`src/rtl/tick_gen_pkg.sv`:
```
// Package: default sizes and the source-decode helper shared by the tick generator.
// Assumes the external-select codes sit directly above the largest divide code.
package tick_gen_pkg;
    localparam int unsigned NUM_CH    = 5;   // timer channels served
    localparam int unsigned PRE_W     = 8;   // prescaler value width
    localparam int unsigned SEL_W     = 4;   // per-channel selector width
    localparam int unsigned GRP0_CH   = 2;   // channels timed by prescaler 0
    localparam int unsigned MAX_SHIFT = 4;   // largest power-of-two exponent
    localparam int unsigned EXT_FIRST = 5;   // first code selecting the external strobe
    localparam int unsigned EXT_LAST  = 7;   // last code selecting the external strobe

    typedef enum logic {
        SRC_DIVIDED  = 1'b0,
        SRC_EXTERNAL = 1'b1
    } tick_src_e;
endpackage

```
`src/rtl/tick_prescaler.sv`:
```
// Module: free-running prescaler. Emits a one-cycle strobe every limit+1 cycles.
// Assumes limit_i may change at any time; it is sampled only at the terminal count,
// so the interval in progress always completes at its old length.
module tick_prescaler #(
    parameter int unsigned PRE_W = 8
) (
    input  logic             clk,
    input  logic             rst_n,
    input  logic [PRE_W-1:0] limit_i,
    output logic             tick_o
);
    logic [PRE_W-1:0] cnt_q;
    logic [PRE_W-1:0] lim_q;

    // Terminal count: the counter has reached the limit that is in force.
    assign tick_o = (cnt_q == lim_q);

    // Count up; at the terminal count wrap to zero and take the new limit.
    always_ff @(posedge clk) begin
        if (!rst_n) begin
            cnt_q <= '0;
            lim_q <= '0;
        end else if (tick_o) begin
            cnt_q <= '0;
            lim_q <= limit_i;
        end else begin
            cnt_q <= cnt_q + 1'b1;
        end
    end
endmodule

```
`src/rtl/tick_source_sel.sv`:
```
// Module: decodes one channel's selector code into a source choice and a divide exponent.
// Assumes EXT_FIRST > MAX_SHIFT; codes above EXT_LAST fall back to the largest divide.
module tick_source_sel
    import tick_gen_pkg::*;
#(
    parameter int unsigned SEL_W     = 4,
    parameter int unsigned MAX_SHIFT = 4,
    parameter int unsigned EXT_FIRST = 5,
    parameter int unsigned EXT_LAST  = 7,
    localparam int unsigned SHW      = $clog2(MAX_SHIFT + 1)
) (
    input  logic [SEL_W-1:0] code_i,
    output tick_src_e        src_o,
    output logic [SHW-1:0]   shift_o
);
    localparam logic [SEL_W-1:0] EXT_LO = SEL_W'(EXT_FIRST);
    localparam logic [SEL_W-1:0] EXT_HI = SEL_W'(EXT_LAST);
    localparam logic [SEL_W-1:0] DIV_HI = SEL_W'(MAX_SHIFT);

    // Classify the code: external range, legal divide, or clamped divide.
    always_comb begin
        src_o   = SRC_DIVIDED;
        shift_o = SHW'(MAX_SHIFT);
        if (code_i >= EXT_LO && code_i <= EXT_HI) begin
            src_o   = SRC_EXTERNAL;
            shift_o = '0;
        end else if (code_i <= DIV_HI) begin
            shift_o = code_i[SHW-1:0];
        end
    end
endmodule

```
`src/rtl/tick_divider.sv`:
```
// Module: power-of-two divider advanced only by its group's prescaler strobes.
// Assumes shift_i <= MAX_SHIFT; the output is a subset of the prescaler strobes.
module tick_divider #(
    parameter int unsigned MAX_SHIFT = 4,
    localparam int unsigned SHW      = $clog2(MAX_SHIFT + 1)
) (
    input  logic           clk,
    input  logic           rst_n,
    input  logic           pre_tick_i,
    input  logic [SHW-1:0] shift_i,
    output logic           div_tick_o
);
    logic [MAX_SHIFT-1:0] cnt_q;
    logic [MAX_SHIFT-1:0] mask;

    // Build a mask of the low shift_i bits of the strobe counter.
    always_comb begin
        for (int b = 0; b < MAX_SHIFT; b++) begin
            mask[b] = (SHW'(b) < shift_i);
        end
    end

    // Fire on the strobe that completes each group of 2^shift_i strobes.
    assign div_tick_o = pre_tick_i && ((cnt_q & mask) == mask);

    // Count prescaler strobes, wrapping naturally at 2^MAX_SHIFT.
    always_ff @(posedge clk) begin
        if (!rst_n) begin
            cnt_q <= '0;
        end else if (pre_tick_i) begin
            cnt_q <= cnt_q + 1'b1;
        end
    end
endmodule

```
`src/rtl/tick_gen_top.sv`:
```
// Module: tick enable generator for a multi-channel PWM timer.
// Two shared prescalers (channels below GRP0_CH use the first one, the rest use the second),
// a per-channel power-of-two divider, and a per-channel choice of an external strobe.
// Assumes ext0_i/ext1_i are synchronous one-cycle strobes. Outputs are held low in reset.
module tick_gen_top
    import tick_gen_pkg::*;
#(
    parameter int unsigned NUM_CH    = tick_gen_pkg::NUM_CH,
    parameter int unsigned PRE_W     = tick_gen_pkg::PRE_W,
    parameter int unsigned SEL_W     = tick_gen_pkg::SEL_W,
    parameter int unsigned GRP0_CH   = tick_gen_pkg::GRP0_CH,
    parameter int unsigned MAX_SHIFT = tick_gen_pkg::MAX_SHIFT,
    parameter int unsigned EXT_FIRST = tick_gen_pkg::EXT_FIRST,
    parameter int unsigned EXT_LAST  = tick_gen_pkg::EXT_LAST
) (
    input  logic                    clk,
    input  logic                    rst_n,
    input  logic [2*PRE_W-1:0]      pre_cfg_i,
    input  logic [NUM_CH*SEL_W-1:0] sel_cfg_i,
    input  logic                    ext0_i,
    input  logic                    ext1_i,
    output logic [NUM_CH-1:0]       tick_o
);
    localparam int unsigned NUM_GRP = 2;
    localparam int unsigned SHW     = $clog2(MAX_SHIFT + 1);

    logic [NUM_GRP-1:0] pre_tick;
    logic [NUM_GRP-1:0] ext_tick;

    // Gather the external strobes by group index.
    assign ext_tick = {ext1_i, ext0_i};

    for (genvar g = 0; g < NUM_GRP; g++) begin : g_pre
        tick_prescaler #(
            .PRE_W (PRE_W)
        ) pre_i (
            .clk     (clk),
            .rst_n   (rst_n),
            .limit_i (pre_cfg_i[g*PRE_W +: PRE_W]),
            .tick_o  (pre_tick[g])
        );
    end

    for (genvar c = 0; c < NUM_CH; c++) begin : g_ch
        localparam int unsigned GRP = (c < GRP0_CH) ? 0 : 1;
        tick_src_e      src;
        logic [SHW-1:0] shift;
        logic           div_tick;

        tick_source_sel #(
            .SEL_W     (SEL_W),
            .MAX_SHIFT (MAX_SHIFT),
            .EXT_FIRST (EXT_FIRST),
            .EXT_LAST  (EXT_LAST)
        ) sel_i (
            .code_i  (sel_cfg_i[c*SEL_W +: SEL_W]),
            .src_o   (src),
            .shift_o (shift)
        );

        tick_divider #(
            .MAX_SHIFT (MAX_SHIFT)
        ) div_i (
            .clk        (clk),
            .rst_n      (rst_n),
            .pre_tick_i (pre_tick[GRP]),
            .shift_i    (shift),
            .div_tick_o (div_tick)
        );

        // Choose divided or external strobe; force low while in reset.
        assign tick_o[c] = rst_n &&
            ((src == SRC_EXTERNAL) ? ext_tick[GRP] : div_tick);
    end
endmodule

```
`config.mk`:
```
export PLATFORM = sky130hd
export DESIGN_NAME = tick_gen_top
export DESIGN_NICKNAME = d
export VERILOG_FILES = /design/src/rtl/tick_gen_pkg.sv /design/src/rtl/tick_prescaler.sv /design/src/rtl/tick_source_sel.sv /design/src/rtl/tick_divider.sv /design/src/rtl/tick_gen_top.sv
export SDC_FILE = /design/constraint.sdc
export NUM_CORES = 1
export LEC_CHECK = 0
export ABC_AREA = 1
export BUFFER_PORTS_ARGS = -buffer_cell sky130_fd_sc_hd__clkbuf_2
export CAP_MARGIN = 5
export CORE_ASPECT_RATIO = 1.75
export CORE_MARGIN = 3
export CORE_UTILIZATION = 30
export CTS_CLUSTER_SIZE = 30
export DETAILED_ROUTE_END_ITERATION = 7
export GPL_TIMING_DRIVEN = 1
export MAX_ROUTING_LAYER = met4
export PLACE_DENSITY = 0.51
export SYNTH_ARGS = -nofsm -noshare
export SYNTH_HDL_FRONTEND = slang
export SYNTH_SLANG_ARGS = --single-unit
```
`constraint.sdc`:
```
create_clock -name clk -period 1.1 [get_ports clk]
set_input_delay 0.055 -clock clk [delete_from_list [all_inputs] [get_ports clk]]
set_output_delay 0.055 -clock clk [all_outputs]
set_load 0.01 [all_outputs]
```
==> impl_metrics.tcl <==
set metrics [dict create \
    drtPass1Iterations 4 \
    cp_max_fo 9 \
    numPortBuffers 44 \
    swShare_pct 40.0 \
    internal_power_w 0.00625 \
    insertion_delay_ns 0.29 \
    vdd_drop_max_mv 1.57 \
    routed_via_density 4.47 \
    p_total_w 0.0104 \
    worst_slack_ns -0.435 \
    synthesis.instances 421 \
    drc_errors 0 \
    place.gp.congestion 0.792 \
    cts_sinks 52 \
    rows 46 \
    power.share.sequential_pct 24.4 \
    cts_tree "yes" \
    setup.worst_path.start_class "flop" \
    routedWlPerCell_um 11.7 \
    grt_pass1_wl_um 12300 \
    mostFrequentLayoutCell "nor2_1" \
    synth_seq_area_share_pct 36.3 \
    htree_levels 2 \
    p_sw_w 0.00418 \
    tightest_slew_ns 0.302 \
    antenna_cells 0 \
    grt_use_total_pct 14.7 \
    final-setup-viol-count 57 \
    syn_to_final_growth_pct 57.5 \
    hpwl_um 5480 \
    cp_num_buf_inv 2 \
    finalHoldViolCount 0 \
    fmax_ghz 0.651 \
    cts_root_buffer "clkbuf_16" \
    ys_ff_latch 52 \
    ios 45 \
    grt_pass1_vias 2884 \
    power_frac_clock_pct 15.2 \
    drive_above_1_share_pct 46.1 \
    die_h_um 135 \
    crit_path_top_delay_cell "dfxtp_1" \
    p_leak_nw 1.98 \
    wirelength_um 7760 \
    syn_nets 468 \
    path_delay_family "flip-flops" \
    gr-total-overflow 0 \
    hp-class "primary input to flop" \
    maxSlewViolCount 0 \
    grt_max_degree 19 \
    ys_types 24 \
    power_density_nw_per_um2 2310 \
    synth_area_um2 2870 \
    start_util_pct 31.1 \
    layout_worst_path_cycle_share_pct 140 \
    worstSetupPathType "flop to output pin" \
    status "complete, but fails checks" \
    relSlewSlack_pct 79.8 \
    period_needed_ns 1.53 \
    antenna_found_initial 0 \
    crit_chain "xnor2_1, nand2_2, nor2_4, buf_12, nand3_2, a21oi_2, buf_2" \
    cap_violations 0 \
    syn_area_per_cell_um2 6.81 \
    cts_buffers 5 \
    dr_total_vias 2972 \
    ctsHoldBuffers 0 \
    violations "negative setup slack" \
    core_um2 9210 \
    worstPathRequired_ns 1.04 \
    mostFrequentLayoutCells "83 x nor2_1, 80 x nand2_1, 61 x buf_4" \
    yosys_warnings 0 \
    crit_path_end_kind "output pin" \
    die_w_um 79.9 \
    nFillCells 942 \
    nets 591 \
    clockBufferDepth 2 \
    detail-route-antenna-nets 0 \
    pwr-share-comb_pct 60.4 \
    slowest_delay_ns 0.32 \
    drt_iter0_drc 82 \
    die_area_um2 10800 \
    rsz0062_at_grt "yes" \
    finalClockSkew_ns 0.00361 \
    post-place-ws_ns -0.257 \
    path_clk_slew_ns 0.07 \
    critical_path_arrival_ns 1.48 \
]
worst register-to-register path, stage by stage (launching register included):
cell and delay (ns):
dfxtp_2 0.34, xnor2_2 0.16, nand2_2 0.08, nor2_4 0.16, buf_4 0.13, buf_6 0.12, buf_4 0.12, clkbuf_16 0.13
nand3b_1 0.07, nand2_1 0.06, nor2_1 0.04
flip-flops by register name (all words and copies together) (netlist names):
register	flops
g_ch.div_i.cnt_q	20
g_pre.pre_i.cnt_q	16
g_pre.pre_i.lim_q	16
synth_stat cells:
cell type | instances | area (µm²)
inv_1 | 30 | 113
nor2_4 | 4 | 45.0
nand2_1 | 97 | 364
ha_1 | 7 | 87.6
clkbuf_1 | 3 | 11.3
nor2_1 | 96 | 360
buf_2 | 5 | 25.0
clkinv_1 | 1 | 3.75
xor2_1 | 16 | 140
dfxtp_1 | 52 | 1040
buf_6 | 2 | 22.5
inv_2 | 4 | 15.0
nand2_4 | 2 | 22.5
buf_1 | 1 | 3.75
nand3_1 | 33 | 165
nand3b_1 | 21 | 158
nor3_1 | 4 | 20.0
nand2_2 | 1 | 6.26
o21ai_0 | 11 | 55.1
o21bai_1 | 2 | 15.0
xnor2_1 | 11 | 96.3
a21oi_1 | 16 | 80.1
clkinv_4 | 1 | 8.76
buf_4 | 1 | 7.51
kinds of logic (layout without fill, tap and decap cells):
kind of cell | count (synthesis) | after routing | synth area share, %
buffers and inverters | 48 | 172 | 7.33
adder cells (fa/ha/maj) | 7 | 7 | 3.06
AO/OA/AOI/OAI | 29 | 29 | 5.24
flip-flops | 52 | 52 | 36.3
XOR/XNOR | 27 | 27 | 8.25
AND/OR/NAND/NOR | 258 | 258 | 39.8
timing repair:
| item | in CTS | in global routing |
|---|---|---|
| resized for setup | 52 | 85 |
| gates cloned | 1 | 2 |
| pin swaps | 26 | 40 |
| buffers inserted | 7 | 7 |
| endpoints found under the setup margin | 57 | 57 |
power groups by stage:
stage                     sequential [W]  clock (W)  combinational, W
after global placement           0.00252          0           0.00425
after detailed placement         0.00252          0           0.00429
after CTS                        0.00251    0.00166           0.00515
final                            0.00255    0.00159           0.00630
after global routing             0.00260    0.00174           0.00693
after floorplan                  0.00252          0           0.00275
through the flow:
stage	hold WS, ns	instances	utilization (%)	setup TNS [ns]	area, µm²
after floorplan	0.258	421	-	-3.25	2950
after global placement	0.368	643	41.0	-10.15	3770
after detailed placement	0.372	643	41.0	-11.00	3770
after CTS	0.0573	658	45.0	-15.71	4140
after global routing	0.0932	665	49.0	-22.43	4510
final	0.0641	665	49.0	-17.11	4510
final timing paths:
path | from | endpoint | slack [ns] | depth (start not counted)
max | g_pre[1].pre_i.lim_q[0]$_SDFFE_PN0N_ | tick_o[4] | -0.43 | 7
min reg2reg | g_ch[4].div_i.cnt_q[3]$_SDFFE_PN0N_ | g_ch[4].div_i.cnt_q[3]$_SDFFE_PN0N_ | 0.46 | 2
min | pre_cfg_i[5] | g_pre[0].pre_i.lim_q[5]$_SDFFE_PN0N_ | 0.06 | 4
max reg2reg | g_pre[1].pre_i.cnt_q[6]$_SDFF_PP0_ | g_pre[1].pre_i.lim_q[1]$_SDFFE_PN0N_ | -0.40 | 10
area by class of cell:
type	instances	area, µm²	area share, %
clock buffer	6	139	3.08
clock inverter	2	10.0	0.222
inverter	36	160	3.55
multi-input combinational	321	1980	43.9
sequential	52	1090	24.1
tap	120	150	3.33
timing repair buffer	126	958	21.2
timing repair inverter	2	27.5	0.610
per-layer routing:
metal	GRT usage, %	vias up	share of wire (%)
li1	-	1568	-
met1	14.4	1348	37
met2	28.2	40	58
met3	2.46	16	2.8
met4	4.70	0	2.6
met5	-	-	0
Power figures use the tool's default switching activity.
